[config.mk]
export PLATFORM = sky130hd
export DESIGN_NAME = sup_rst_gen
export DESIGN_NICKNAME = d
export VERILOG_FILES = /design/src/rtl/sup_rst_pkg.sv /design/src/rtl/sup_sync.sv /design/src/rtl/sup_hold_timer.sv /design/src/rtl/sup_wd_timer.sv /design/src/rtl/sup_rst_gen.sv
export SDC_FILE = /design/constraint.sdc
export NUM_CORES = 1
export LEC_CHECK = 0
export BUFFER_PORTS_ARGS = -buffer_cell sky130_fd_sc_hd__clkbuf_2
export CORE_MARGIN = 8
export CORE_UTILIZATION = 38
export DETAILED_ROUTE_END_ITERATION = 8
export PLACE_DENSITY = 0.52
export SLEW_MARGIN = 20
export SYNTH_ARGS = -nofsm -noshare
export SYNTH_HDL_FRONTEND = slang
export SYNTH_SLANG_ARGS = --single-unit
[constraint.sdc]
create_clock -name clk -period 2.4 [get_ports clk]
set_clock_uncertainty 0.1 [all_clocks]
set_input_delay 0.24 -clock clk [delete_from_list [all_inputs] [get_ports clk]]
set_output_delay 0.24 -clock clk [all_outputs]
set_load 0.03 [all_outputs]
[src/rtl/sup_rst_pkg.sv]
package sup_rst_pkg;

   // Bits needed to hold the values 0..limit inclusive
   function automatic int cnt_bits(input int limit);
      return (limit < 1) ? 1 : $clog2(limit + 1);
   endfunction

endpackage

[src/rtl/sup_sync.sv]
module sup_sync #(
   parameter int              WIDTH   = 2,
   parameter int              STAGES  = 2,
   parameter logic [WIDTH-1:0] RST_VAL = '0
) (
   input  logic             clk,
   input  logic             arst_n,
   input  logic [WIDTH-1:0] d,
   output logic [WIDTH-1:0] q
);

   if (STAGES < 2) begin : g_bad_stages
      $error("sup_sync: STAGES must be at least 2");
   end

   logic [STAGES-1:0][WIDTH-1:0] pipe_q;

   always_ff @(posedge clk or negedge arst_n) begin
      if (!arst_n) pipe_q <= {STAGES{RST_VAL}};
      else         pipe_q <= {pipe_q[STAGES-2:0], d};
   end

   assign q = pipe_q[STAGES-1];

endmodule

[src/rtl/sup_hold_timer.sv]
module sup_hold_timer
   import sup_rst_pkg::*;
#(
   parameter int HOLD_TICKS = 200
) (
   input  logic clk,
   input  logic arst_n,
   input  logic tick,
   input  logic trig,
   output logic rst_n_o,
   output logic rst_o
);

   localparam int            CW   = cnt_bits(HOLD_TICKS);
   localparam logic [CW-1:0] DONE = CW'(HOLD_TICKS);

   logic [CW-1:0] cnt_q, cnt_d;
   logic          rst_n_q, rst_hi_q;

   always_comb begin
      cnt_d = cnt_q;
      if (trig)                     cnt_d = '0;
      else if (tick && cnt_q != DONE) cnt_d = cnt_q + 1'b1;
   end

   always_ff @(posedge clk or negedge arst_n) begin
      if (!arst_n) begin
         cnt_q    <= '0;
         rst_n_q  <= 1'b0;
         rst_hi_q <= 1'b1;
      end else begin
         cnt_q    <= cnt_d;
         rst_n_q  <= (cnt_d == DONE);
         rst_hi_q <= (cnt_d != DONE);
      end
   end

   assign rst_n_o = rst_n_q;
   assign rst_o   = rst_hi_q;

endmodule

[src/rtl/sup_wd_timer.sv]
module sup_wd_timer
   import sup_rst_pkg::*;
#(
   parameter int WD_TICKS = 1600,
   localparam int CW      = cnt_bits(WD_TICKS)
) (
   input  logic          clk,
   input  logic          arst_n,
   input  logic          tick,
   input  logic          wd_s,
   input  logic          rst_act,
   output logic          expire,
   output logic [CW-1:0] wd_cnt
);

   localparam logic [CW-1:0] LIMIT = CW'(WD_TICKS);

   logic          prev_q;
   logic          wd_edge;
   logic [CW-1:0] cnt_q, cnt_d;

   assign wd_edge = wd_s ^ prev_q;

   always_comb begin
      cnt_d = cnt_q;
      if (rst_act || wd_edge)          cnt_d = '0;
      else if (tick && cnt_q != LIMIT) cnt_d = cnt_q + 1'b1;
   end

   always_ff @(posedge clk or negedge arst_n) begin
      if (!arst_n) begin
         prev_q <= 1'b0;
         cnt_q  <= '0;
      end else begin
         prev_q <= wd_s;
         cnt_q  <= cnt_d;
      end
   end

   assign expire = (cnt_q == LIMIT);
   assign wd_cnt = cnt_q;

endmodule

[src/rtl/sup_rst_gen.sv]
module sup_rst_gen
   import sup_rst_pkg::*;
#(
   parameter int HOLD_TICKS  = 200,
   parameter int WD_TICKS    = 1600,
   parameter int SYNC_STAGES = 2
) (
   input  logic clk,
   input  logic arst_n,
   input  logic tick_i,
   input  logic uv_i,
   input  logic mrst_n_i,
   input  logic wd_i,
   output logic rst_n_o,
   output logic rst_o
);

   localparam int WD_CW = cnt_bits(WD_TICKS);

   if (HOLD_TICKS < 1) begin : g_bad_hold
      $error("sup_rst_gen: HOLD_TICKS must be at least 1");
   end
   if (WD_TICKS < 1) begin : g_bad_wd
      $error("sup_rst_gen: WD_TICKS must be at least 1");
   end

   logic [1:0]       sync_q;
   logic             mr_sync, wd_sync;
   logic             wd_expire;
   logic [WD_CW-1:0] wd_cnt;
   logic             trig;

   // bit 1: manual reset (idles high), bit 0: watchdog line
   sup_sync #(
      .WIDTH  (2),
      .STAGES (SYNC_STAGES),
      .RST_VAL(2'b10)
   ) u_sync (
      .clk   (clk),
      .arst_n(arst_n),
      .d     ({mrst_n_i, wd_i}),
      .q     (sync_q)
   );

   assign mr_sync = sync_q[1];
   assign wd_sync = sync_q[0];

   assign trig = uv_i | ~mr_sync | wd_expire;

   sup_hold_timer #(
      .HOLD_TICKS(HOLD_TICKS)
   ) u_hold (
      .clk    (clk),
      .arst_n (arst_n),
      .tick   (tick_i),
      .trig   (trig),
      .rst_n_o(rst_n_o),
      .rst_o  (rst_o)
   );

   sup_wd_timer #(
      .WD_TICKS(WD_TICKS)
   ) u_wd (
      .clk    (clk),
      .arst_n (arst_n),
      .tick   (tick_i),
      .wd_s   (wd_sync),
      .rst_act(~rst_n_o),
      .expire (wd_expire),
      .wd_cnt (wd_cnt)
   );

endmodule

==> reports/results.txt <==
Ranked by total cell area, the synthesized netlist is headed by dfrtp_1, xor2_1, nor2_1. The final route contains 869 vias. The worst setup path is captured at a flip-flop. Setup repair after global routing left no endpoint under its margin.

The clock-pin slew on the worst setup and hold paths was 0.14 ns. Worst-case headroom to the max-slew limit: 0.567. Global routing finished with a remaining overflow of 0. The internal portion of the total power is 0.000525 W. The remaining routing DRC violations was 0; the highest fanout seen on the critical path was 5.

The number of antenna violations at the first check in global routing is 0, and the max-capacitance violation count is 0. The final layout contains routed wiring with a total length of 2280 um. Number of buffers inserted by port buffering: 7. The wire-length estimate of the detail-placed layout is 1660 um. Maximum resistive drop on vdd: 0.404 mV. The synthesized netlist contains 32 unique library cells. Based on the critical path, the design can be clocked at up to 0.541 GHz.

The routed design uses 100 um of met3 wire. The first routing iteration left 26 violations. The first global-routing pass estimated 4020 um of wire. The run gives 1150 um as the detailed-routing wirelength on met1. The tools report the endpoint of the lowest-slack register-to-register path as u_hold.rst_n_o. The number of I/O pins was 8; the chip width was 74.5 um.

For the total nets after synthesis, the log shows 133. The total number of H-tree levels was 1; the number of buffers added by the clock tree synthesis step was 3. The uppermost signal routing layer after detailed routing is met4.

The class of the worst hold path is in2reg. The post-route worst setup slack is 0.553 ns. The number of endpoints failing setup at the final stage was 0.

From bottom edge to top edge, the die measures 74.5 um. For the core area, the log shows 0.00331 mm2. TritonCTS built the clock tree.

The pre-antenna-repair detailed-routing pass consisted of 3 iterations. The logs give 0 ns for the sum of negative setup slack and 0 for the final number of max-transition violations. A synthesized cell averages 10.6 um2. The transition at the pin with the smallest max-transition slack was 0.650 ns.

The number of flops mapped to enable cells by yosys is 0, and the clock period minus final worst setup slack is 1.85 ns. Clock latency on the worst-skew pair, taken at its later pin, is 0.32 ns. Largest area contributor in the netlist: dfrtp_1. The tools report the met2 wire length as 1000 um. The category of the most critical setup path is reg2reg. The most critical setup path has its startpoint at u_hold.cnt_q[0].

Dividing the detail-routed via count by the number of cells gives 4.85. The floorplan has 21 rows. The net switching power figure was 0.000156 W.

The tools report the root buffer selected by CTS as clkbuf_4. The die covers 0.00554 mm2. The tools report the critical register-to-register path startpoint as u_hold.cnt_q[0]. The synthesized design contains 26 register bits. For the pin count of the biggest net entering global routing, the log shows 27.

For the worst slack at placement, the log shows 0.573 ns. The tools report the post-synthesis cell count as 123. The data arrival time of the worst path was 2.02 ns; the proportion of power drawn by combinational gates was 0.056. The number of cells on the worst reg-to-reg path is 7. In the synthesized netlist, the cells that appear most often are dfrtp_1, nor2_1, nand2_1. The final period utilization is 0.770, and the portion of synthesized cell area occupied by the leading cell type is 0.443. In the synthesized netlist the dominant register cell turns out to be dfrtp_1. The run gives 0 as the number of failing hold endpoints at the final stage. The last element of the critical path is u_hold.rst_n_o. After clock tree synthesis, the repair step resized 0 gates.

The launching element type of the critical path was a flip-flop. The register share of total power came out at 0.659. The starting utilization of the core area came out at 0.392.

The deepest clock path buffer count was 2; the growth of design area from synthesis to finish was 10.0%. The count of nets left with antenna violations once routing finished came out at 0. At the worst endpoint, the required time is 2.57 ns. The mean routed wirelength per cell works out to 12.7 um. The post-synthesis instance area was 0.00130 mm2. The flow ran to the end, and the final reports show no timing, DRC or antenna violations.

The congestion estimate from routability-driven global placement came to 0.720. The Yosys step of the flow raised 0 warnings. The switching part of the total is 0.228. The async set-or-reset flop fraction in the synthesized netlist is 1.00. The clock drives 26 sinks.

The number of global-route vias before repair is 846. The antenna diode instance count is 0. The share of the yosys chip area belonging to registers is 0.504, and the worst setup slack for register-to-register paths is 0.55 ns. For this design the ratio of total power to cell area is 476 mW/mm2. The post-layout net count is 144, and the static leakage power is 0.596 nW. The share of cells above drive strength 1 works out to 0.150. Relative contribution of the clock network to total power: 0.285.

The global-route usage over all layers came out at 0.0943.
==> final cells by class <==
cell class | count | area [um2]
Clock buffer | 4 | 26.3
Timing Repair Buffer | 10 | 65.1
Fill cell | 345 | 1880
Multi-Input combinational cell | 87 | 603
Sequential cell | 26 | 654
Inverter | 6 | 22.5
Tap cell | 46 | 57.6
==> cells in the final DEF, fill, tap and decap left out, types with 2 or more instances in the layout <==
cell,n
nor2_1,23
dfrtp_1,23
nand2_1,11
xor2_1,10
xnor2_1,9
clkbuf_2,7
inv_1,6
nand4_1,5
ha_1,4
and3_1,3
clkbuf_4,3
dlygate4sd3_1,3
dfstp_2,3
nand3_1,2
nor3_1,2
a21oi_1,2
==> stage by stage <==
step / instance area [um2] / util / hold WS [ns] / power [W] / instances
5_1_grt: 1430 / 0.432 / 0.204 / 0.000715 / 179
2_1_floorplan: 1300 / - / -0.156 / 0.000473 / 123
3_5_place_dp: 1370 / 0.415 / 0.203 / 0.000492 / 172
4_1_cts: 1430 / 0.432 / 0.183 / 0.000697 / 179
3_3_place_gp: 1370 / 0.415 / 0.204 / 0.000491 / 172
6_report: 1430 / 0.432 / 0.187 / 0.000681 / 179
==> power groups by stage <==
stage,clock [W],sequential (W),combinational (W)
floorplan,0,0.000456,0.0000173
global placement,0,0.000457,0.0000349
detailed placement,0,0.000457,0.0000355
CTS,0.000209,0.000449,0.0000395
global route,0.000222,0.000449,0.0000435
finish,0.000194,0.000449,0.0000381
==> layer usage <==
layer / global-route usage / vias up
met5: 0 / -
met4: 0.0326 / 0
met3: 0.0323 / 2
met2: 0.137 / 10
met1: 0.125 / 425
li1: - / 432
==> critical path, cell delays in order (launching register included) <==
cell and delay, ns:
dfrtp_1 0.45, inv_1 0.13, ha_1 0.21, nand3b_4 0.09, o41ai_4 0.36, nand2_1 0.09, o41ai_1 0.10, and4_1 0.26
==> how the worst min path moves through the flow <==
stage                     cells after the start         endpoint    from  slack (ns)
after global routing                          3  u_hold.cnt_q[7]    uv_i        0.20
final                                         3  u_hold.cnt_q[7]    uv_i        0.19
after global placement                        1   u_wd.wd_cnt[7]  arst_n        0.20
after detailed placement                      1   u_wd.wd_cnt[7]  arst_n        0.20
after floorplan                               0  u_hold.cnt_q[0]  arst_n       -0.16
after CTS                                     3  u_hold.cnt_q[0]    uv_i        0.18
==> cell families (layout without fill, tap and decap cells) <==
group | Yosys count | in the layout | synth area share
adders and majority gates | 4 | 4 | 0.0385
DFF | 26 | 26 | 0.504
and+or+nand+nor | 56 | 56 | 0.239
AOI/OAI and AO/OA | 7 | 7 | 0.0511
xor gates and xnor gates | 19 | 19 | 0.128
buffers and inverters | 10 | 20 | 0.0318
muxes | 1 | 1 | 0.00771
==> state kept, by name (all words and copies together), names as in the netlist <==
name / cells
u_hold.rst_n_o: 1
u_sync.q: 2
u_wd.wd_cnt: 11
u_sync.pipe_q: 2
u_wd.prev_q: 1
u_hold.rst_o: 1
u_hold.cnt_q: 8
==> timing repair <==
item	in CTS	in global routing
hold buffers	3	0
buffers inserted	0	0
hold endpoints to repair	25	0
(Power assumes the default switching activity.)
